==> src/rtl/csep_pkg.sv <==
package csep_pkg;
    typedef enum logic [1:0] {
        INH_IDLE  = 2'd0,
        INH_VERT  = 2'd1,
        INH_TRAIL = 2'd2
    } inh_state_t;
endpackage

==> src/rtl/sync_pol_norm.sv <==
module sync_pol_norm #(
    parameter int INTEG_W = 10
) (
    input  logic clk,
    input  logic rst_n,
    input  logic sync_in,
    output logic pol_neg,
    output logic pol_flip,
    output logic norm,
    output logic lead
);
    localparam logic [INTEG_W-1:0] INT_MAX = '1;
    localparam logic [INTEG_W-1:0] INT_MID = {1'b1, {(INTEG_W-1){1'b0}}};

    logic                raw_q;
    logic [INTEG_W-1:0]  integ;
    logic                pol_q;
    logic                flip_q;
    logic                norm_q;
    logic                norm_d;
    logic                pol_nxt;

    assign pol_nxt = (integ >= INT_MID);

    always_ff @(posedge clk) begin
        if (!rst_n) begin
            raw_q  <= 1'b0;
            integ  <= '0;
            pol_q  <= 1'b0;
            flip_q <= 1'b0;
            norm_q <= 1'b0;
            norm_d <= 1'b0;
        end else begin
            raw_q <= sync_in;
            if (raw_q) begin
                if (integ != INT_MAX) integ <= integ + 1'b1;
            end else begin
                if (integ != '0) integ <= integ - 1'b1;
            end
            pol_q  <= pol_nxt;
            flip_q <= pol_nxt ^ pol_q;
            norm_q <= raw_q ^ pol_q;
            norm_d <= norm_q;
        end
    end

    assign pol_neg  = pol_q;
    assign pol_flip = flip_q;
    assign norm     = norm_q;
    assign lead     = norm_q & ~norm_d;


    pol_flip_mid_chk: assert property (@(posedge clk) disable iff (!rst_n)
        !$stable(pol_q) |-> ($past(integ) == INT_MID || $past(integ) == INT_MID - 1'b1));
endmodule

==> src/rtl/sync_width_meas.sv <==
module sync_width_meas #(
    parameter int CNT_W    = 10,
    parameter int FRAC_NUM = 77,
    parameter int FRAC_SH  = 8
) (
    input  logic             clk,
    input  logic             rst_n,
    input  logic             norm,
    input  logic             lead,
    input  logic             hold,
    output logic [CNT_W-1:0] period,
    output logic             vsync
);
    localparam int PROD_W = CNT_W + FRAC_SH;
    localparam logic [CNT_W-1:0] CNT_MAX = '1;

    logic [CNT_W-1:0] per_cnt;
    logic [CNT_W-1:0] period_q;
    logic [CNT_W-1:0] wcnt;
    logic [CNT_W-1:0] thr;
    logic             edge_seen;
    logic             per_valid;
    logic             vs_q;

    assign thr = CNT_W'((PROD_W'(period_q) * PROD_W'(FRAC_NUM)) >> FRAC_SH);

    always_ff @(posedge clk) begin
        if (!rst_n) begin
            per_cnt   <= '0;
            period_q  <= '0;
            wcnt      <= '0;
            edge_seen <= 1'b0;
            per_valid <= 1'b0;
            vs_q      <= 1'b0;
        end else begin
            if (lead) begin
                per_cnt   <= CNT_W'(1);
                edge_seen <= 1'b1;
            end else if (per_cnt != CNT_MAX) begin
                per_cnt <= per_cnt + 1'b1;
            end
            if (lead && edge_seen && !hold) begin
                period_q  <= per_cnt;
                per_valid <= 1'b1;
            end
            if (!norm)                wcnt <= '0;
            else if (wcnt != CNT_MAX) wcnt <= wcnt + 1'b1;
            vs_q <= norm && (vs_q || (per_valid && (wcnt >= thr)));
        end
    end

    assign period = period_q;
    assign vsync  = vs_q;


    vs_after_norm_chk: assert property (@(posedge clk) disable iff (!rst_n)
        vs_q |-> $past(norm));

    period_hold_chk: assert property (@(posedge clk) disable iff (!rst_n)
        !$stable(period_q) |-> ($past(lead) && !$past(hold)));

    width_sat_chk: assert property (@(posedge clk) disable iff (!rst_n)
        (norm && wcnt == CNT_MAX) |=> (wcnt == CNT_MAX));
endmodule

==> src/rtl/inhibit_ctl.sv <==
module inhibit_ctl
    import csep_pkg::*;
#(
    parameter int TRAIL_LINES = 2
) (
    input  logic clk,
    input  logic rst_n,
    input  logic vsync,
    input  logic line_tick,
    input  logic inh_disable,
    input  logic pol_flip,
    output logic window,
    output logic pd_inhibit,
    output logic composite
);
    localparam int LCNT_W = $clog2(TRAIL_LINES + 1);
    localparam logic [LCNT_W-1:0] LAST_LINE = LCNT_W'(TRAIL_LINES - 1);

    inh_state_t        state, nxt;
    logic [LCNT_W-1:0] lcnt;
    logic              vs_d;
    logic              comp_q;

    always_ff @(posedge clk) begin
        if (!rst_n) begin
            state  <= INH_IDLE;
            lcnt   <= '0;
            vs_d   <= 1'b0;
            comp_q <= 1'b0;
        end else begin
            state <= nxt;
            if (state != INH_TRAIL) lcnt <= '0;
            else if (line_tick)     lcnt <= lcnt + 1'b1;
            vs_d <= vsync;
            if (pol_flip)            comp_q <= 1'b0;
            else if (vsync && !vs_d) comp_q <= 1'b1;
        end
    end

    always_comb begin
        nxt = state;
        unique case (state)
            INH_IDLE:  if (vsync) nxt = INH_VERT;
            INH_VERT:  if (!vsync) nxt = INH_TRAIL;
            INH_TRAIL: begin
                if (vsync)                                nxt = INH_VERT;
                else if (line_tick && lcnt == LAST_LINE)  nxt = INH_IDLE;
            end
            default:   nxt = INH_IDLE;
        endcase
    end

    always_comb begin
        window     = (state != INH_IDLE) || vsync;
        pd_inhibit = window && !inh_disable;
        composite  = comp_q;
    end


    vert_enters_chk: assert property (@(posedge clk) disable iff (!rst_n)
        vsync |=> (state != INH_IDLE));

    trail_exit_chk: assert property (@(posedge clk) disable iff (!rst_n)
        ($past(state) == INH_TRAIL && state == INH_IDLE) |-> $past(line_tick));

    no_skip_chk: assert property (@(posedge clk) disable iff (!rst_n)
        ($past(state) == INH_IDLE) |-> (state != INH_TRAIL));
endmodule

==> src/rtl/composite_sync_sep.sv <==
module composite_sync_sep #(
    parameter int CNT_W       = 10,
    parameter int INTEG_W     = 10,
    parameter int TRAIL_LINES = 2
) (
    input  logic             clk,
    input  logic             rst_n,
    input  logic             sync_in,
    input  logic             line_tick,
    input  logic             inh_disable,
    output logic             sync_norm,
    output logic             sync_lead,
    output logic             vsync_out,
    output logic             pd_inhibit,
    output logic             pol_neg,
    output logic             composite,
    output logic [CNT_W-1:0] line_period
);
    logic norm, lead, pol_flip, vsync, window;

    sync_pol_norm #(.INTEG_W(INTEG_W)) u_pol (
        .clk(clk), .rst_n(rst_n), .sync_in(sync_in),
        .pol_neg(pol_neg), .pol_flip(pol_flip), .norm(norm), .lead(lead)
    );

    sync_width_meas #(.CNT_W(CNT_W), .FRAC_NUM(77), .FRAC_SH(8)) u_meas (
        .clk(clk), .rst_n(rst_n), .norm(norm), .lead(lead), .hold(window),
        .period(line_period), .vsync(vsync)
    );

    inhibit_ctl #(.TRAIL_LINES(TRAIL_LINES)) u_inh (
        .clk(clk), .rst_n(rst_n), .vsync(vsync), .line_tick(line_tick),
        .inh_disable(inh_disable), .pol_flip(pol_flip), .window(window),
        .pd_inhibit(pd_inhibit), .composite(composite)
    );

    assign sync_norm = norm;
    assign sync_lead = lead;
    assign vsync_out = vsync;
endmodule

==> config.mk <==
export PLATFORM = sky130hd
export DESIGN_NAME = composite_sync_sep
export DESIGN_NICKNAME = d
export VERILOG_FILES = /design/src/rtl/csep_pkg.sv /design/src/rtl/sync_pol_norm.sv /design/src/rtl/sync_width_meas.sv /design/src/rtl/inhibit_ctl.sv /design/src/rtl/composite_sync_sep.sv
export SDC_FILE = /design/constraint.sdc
export NUM_CORES = 1
export LEC_CHECK = 0
export ABC_AREA = 1
export BUFFER_PORTS_ARGS = -buffer_cell sky130_fd_sc_hd__clkbuf_2
export CAP_MARGIN = 0
export CORE_UTILIZATION = 35
export CTS_CLUSTER_SIZE = 28
export DETAILED_ROUTE_END_ITERATION = 7
export PLACE_DENSITY = 0.61
export SLEW_MARGIN = 0
export SYNTH_ARGS = -nofsm -noshare
export SYNTH_HDL_FRONTEND = slang
export SYNTH_SLANG_ARGS = --single-unit
==> constraint.sdc <==
create_clock -name clk -period 12 [get_ports clk]
set_input_delay 0 -clock clk [delete_from_list [all_inputs] [get_ports clk]]
set_output_delay 0 -clock clk [all_outputs]
set_load 0.01 [all_outputs]
* Word level (Yosys, flattened, before mapping) *
Index checks and enable logic that the tools add are counted.

cells by class
  add/subtract/negate cells = 5
  multiply operators = 1
  div/mod/pow operators = 0
  $lt $le $gt $ge = 2
  eq/ne operators = 11
  shift operators = 0
  multiplexer cells = 10
  bitwise logic cells = 5
  reductions and logical operators = 23

operators with widths
  operator                                                   count
  adder 10 x 1 -> 10 bit, second input constant              3
  two-way mux 10 bit                                         3
  inequality test 10 bit, second input constant              3
  multiplier 10 x 7 -> 17 bit, second input constant         1
  greater-or-equal comparator 10 bit, second input constant  1
  greater-or-equal comparator 10 x 9 -> 1 bit                1
  nonzero test 10 bit                                        1
  subtractor 10 x 1 -> 10 bit, second input constant         1
  two-way mux 2 bit                                          4
  inequality test 2 bit, second input constant               4
  logical AND 1 bit                                          7
  case mux 2 bit (3 select lines)                            1
  nonzero test 2 bit                                         3
  OR reduction 2 bit                                         3
  == test 2 x 1 -> 1 bit, second input constant              2
  AND reduction 2 bit                                        2
  zero test 1 bit                                            3
  inequality test 3 x 2 -> 1 bit, second input constant      1
  AND reduction 3 bit                                        1
  adder 2 x 1 -> 2 bit, second input constant                1
  == test 2 bit, second input constant                       1
  zero test 2 bit                                            1
  logical OR 1 bit                                           2
  two-way mux 1 bit                                          2
  other kinds (3)                                            5

word-level totals
  register bits after elaboration = 54
  latch bits = 0
  RAM bits = 0
  memory bits (read-only) = 0
  output and inout bits = 16
  word-level logic and storage cells = 74
  memories kept = 0

* Depth between registers and ports, before layout *
  depth after elaboration = 5
  depth in mapped cells = 23
  gate-level depth less buffers = 23

* Hierarchy *
From an unflattened synthesis, not the netlist that was laid out.

unflattened totals
  cells, all modules = 559
  area, all modules = 4077.7 sq um

by module, submodules not included
  module           times used  cells each  area an instance (sq um)  seq. area each (sq um)
  sync_width_meas  1           369         2808.9                    660.6
  sync_pol_norm    1           153         1002.2                    300.3
  inhibit_ctl      1           37          266.5                     120.1

* Worst setup path after synthesis *
OpenSTA, ideal clock, no wires.

  kind = register to register
  start point = register u_meas.period_q[6], in the netlist u_meas.period[6]
  end point = register u_meas.vs_q, in the netlist u_meas.vsync
  arrival time = 3.783 ns
  required time = 11.876 ns
  setup slack = 8.093 ns
  cell stages (with the launch flop) = 22
  path buffers = 0
  cell sequence = dfxtp_1 > ha_1 > ha_1 > fa_1 > inv_1 > fa_1 > inv_1 > ha_1 > a21oi_1 > inv_1 > o21ai_0 > nand3_1 > xor2_1 > ha_1 > nand2_1 > inv_1 > nand2_1 > nand2_1 > nand2_1 > nand4_1 > nand2_1 > a21oi_1

on the way
  cells in the longest elaborated chain, start to end = 5

RTL lines
  element                                      RTL line               text
  from (decl)                                  sync_width_meas.sv:18  logic [CNT_W-1:0] period_q;
  from (signal assigned)                       sync_width_meas.sv:43  period_q <= per_cnt;
  multiplier 10 x 7 -> 17 bit                  sync_width_meas.sv:25  assign thr = CNT_W'((PROD_W'(period_q) * PROD_W'(FRAC_NUM)) >> FRAC_SH);
  greater-or-equal comparator 10 x 9 -> 1 bit  sync_width_meas.sv:48  vs_q <= norm && (vs_q || (per_valid && (wcnt >= thr)));
  logical AND 1 bit                            sync_width_meas.sv:48
  logical OR 1 bit                             sync_width_meas.sv:48
  logical AND 1 bit                            sync_width_meas.sv:48
  to (signal assigned)                         sync_width_meas.sv:48
  to (decl)                                    sync_width_meas.sv:23  logic vs_q;

No other way between the ends.
A chain may end at the register's enable or synchronous reset.

* Final worst setup path *
Ends and elaborated chain as after synthesis.

==> flow_summary.ini <==
[synth]
syn_area_per_cell_um2 = 7.36
synth_warnings = 0
ys_seq_area_share_pct = 26.8
syn-cell-area_mm2 = 0.00404
ys_types = 37
synth_seq_cells = 54
synth_nets = 624
postSynthCellCount = 548

[final_layout]
antenna_cells = 0
synthToLayoutAreaGrowth_pct = 10.6
fin_nets = 650
final_common_cell = nand2_1
instances_no_fill = 715
layout-drive-gt1-share_pct = 8.52
final_util_pct = 40.4
stdcell_area_mm2 = 0.00446
fill_cells = 1154
final_cell_mix = nand2_1, inv_1, ha_1

[power]
leakage_nw = 2.33
vdd_drop_max_mv = 0.0923
power_density_mw_per_mm2 = 126

[min_path]
hold_depth = 3
hold_path.class = in -> reg

[worst_setup_path]
arrival_ns = 4.55
cp-end-kind = flop
cp_max_fo = 6
reg2regPathDepth = 21
start_kind = flop
r2r_slack_ns = 7.62
required_ns = 12.17
critical_path_class = reg -> reg

[routing]
drt_iter0_markers = 157
vias = 3473
antenna_left = 0
drt_wl_total_um = 8600
drc = 0
vias_per_cell = 4.86
wire_per_inst_um = 12.0
dr.pass1.iters = 4

[clock_network]
cts-root-buf = clkbuf_16
clock_path_buffers = 2
clock_sinks = 54
cts_buffers = 5
htreeDepth = 2
post_cts_resize_count = 0
insertion_delay_ns = 0.29
clk_pin_slew_worst_paths_ns = 0.07
cts_tree = yes

[sta]
finClkSkew_ns = 0.00516
min_period_over_period_pct = 36.5
fin_crit_ns = 4.38
fmax_mhz = 228
setup_viol = 0
finalHoldViolCount = 0
setup_slack_ns = 7.62
worst_slew_pin_slew_ns = 0.395
max-slew-margin-rel_pct = 73.6
slew_violations = 0
setup_tns_ns = 0
rsz0062_at_grt = no

[global_route]
grt_pass1_wl_um = 14600
antenna_found_initial = 0
grt_usage_pct = 15.7
grt_pass1_vias = 3267
grt_max_degree = 20
gr-total-overflow = 0

[placed_design]
place_ws_ns = 7.65
port_buffers = 20
gp_congestion = 0.831
place_area_mm2 = 0.00429
dp_cells = 705
place_hpwl_um = 7040

[status]
status = finished, final reports clean

[floorplan]
rows = 38
ios = 21
core_mm2 = 0.0110
die-area_mm2 = 0.0120
die_w_um = 109
die_h_um = 109
start_util_pct = 36.6

[run]
maxCapViolations = 0
[report_power, final]
part	internal, mW	switching [mW]	leakage [nW]
Clock	0.0828	0.0663	0.0729
Combinational	0.0802	0.113	1.82
Sequential	0.200	0.0189	0.440
Total	0.363	0.198	2.33
[path summary, 6_finish.rpt]
path | end | from
setup reg to reg | u_meas.vsync | u_meas.period[6]
hold / removal | u_pol.raw_q | rst_n
hold reg to reg | u_inh.composite | u_pol.pol_flip
setup / recovery | u_meas.vsync | u_meas.period[6]
[routing by layer]
| layer | part of all wire [%] | GRT usage (%) | wire [µm] |
|---|---|---|---|
| met4 | 1.4 | 4.95 | 121 |
| met1 | 51 | 20.6 | 4360 |
| met5 | 0 | 0 | 0 |
| met3 | 2.2 | 2.61 | 188 |
| met2 | 46 | 26.1 | 3930 |
[cell families (layout without fill, tap and decap cells)]
| kind of cell | after synthesis | in the layout | share of synthesized area [%] |
|---|---|---|---|
| xor gates and xnor gates | 16 | 16 | 3.47 |
| AOI/OAI and AO/OA | 85 | 85 | 11.2 |
| adders and majority gates | 71 | 71 | 24.2 |
| and+or+nand+nor | 227 | 227 | 25.2 |
| DFF | 54 | 54 | 26.8 |
| buffers and inverters | 95 | 122 | 9.08 |
[area by class of cell]
class,instances,area [µm²],area share (%)
inverters,92,347,7.77
clock inverters,2,12.5,0.280
repair buffers,22,120,2.69
flip-flops and latches,54,1080,24.2
clock buffers,6,139,3.11
well taps,140,175,3.93
multi-input cells,399,2590,58.0
[repair_timing]
| item | in CTS | in global routing |
|---|---|---|
| endpoints found under the hold margin | 2 | 0 |
| hold buffers | 2 | 0 |
| buffers inserted | 0 | 0 |
[stage by stage]
stage	hold slack, ns	power, mW
after floorplan	0.0475	0.375
after global placement	0.184	0.412
after detailed placement	0.191	0.416
after CTS	0.139	0.568
after global routing	0.214	0.610
final	0.149	0.561
[synthesized netlist by cell type, drive strengths merged]
| cell | n | area (µm²) |
|---|---|---|
| nand2 | 115 | 434 |
| inv | 91 | 342 |
| ha | 59 | 738 |
| dfxtp | 54 | 1080 |
| nor2 | 48 | 200 |
| a21oi | 43 | 215 |
| nand3 | 38 | 210 |
| o21ai | 28 | 140 |
| fa | 12 | 240 |
| xnor2 | 12 | 105 |
| nor3 | 10 | 66.3 |
| a31oi | 6 | 37.5 |
| nand4 | 5 | 31.3 |
| nand3b | 4 | 30.0 |
| o21bai | 4 | 30.0 |
| or2 | 4 | 25.0 |
| xor2 | 4 | 35.0 |
| buf | 2 | 16.3 |
| nor4 | 2 | 12.5 |
| a211oi | 1 | 7.51 |
| a21boi | 1 | 7.51 |
| and3 | 1 | 6.26 |
| clkbuf | 1 | 3.75 |
| clkinv | 1 | 5.00 |
| o21a | 1 | 7.51 |
| o31ai | 1 | 7.51 |
[state kept, by name, indices dropped and copies added, names as in the netlist]
| name | flops |
|---|---|
| u_meas.per_valid | 1 |
| u_inh.lcnt | 2 |
| u_inh.state | 2 |
| u_meas.per_cnt | 10 |
| u_meas.vsync | 1 |
| u_inh.composite | 1 |
| u_pol.pol_flip | 1 |
| u_pol.norm_d | 1 |
| u_inh.vs_d | 1 |
| u_meas.period | 10 |
| u_pol.integ | 10 |
| u_pol.raw_q | 1 |
| u_pol.pol_neg | 1 |
| u_pol.norm | 1 |
| u_meas.edge_seen | 1 |
| u_meas.wcnt | 10 |
[critical path, stage by stage, from the launching register on]
cell	delay (ns)
dfxtp_1	0.50
ha_1	0.29
ha_1	0.30
fa_1	0.54
inv_1	0.05
fa_1	0.49
inv_1	0.04
ha_1	0.35
a21oi_1	0.25
inv_1	0.09
o21ai_0	0.19
nand3_1	0.13
xor2_1	0.17
ha_1	0.30
nand2_1	0.12
inv_1	0.06
nand2_1	0.06
nand2_1	0.05
nand2_1	0.06
nand4_1	0.06
nand2_1	0.07
a21oi_1	0.06
(Power assumes the default switching activity.)
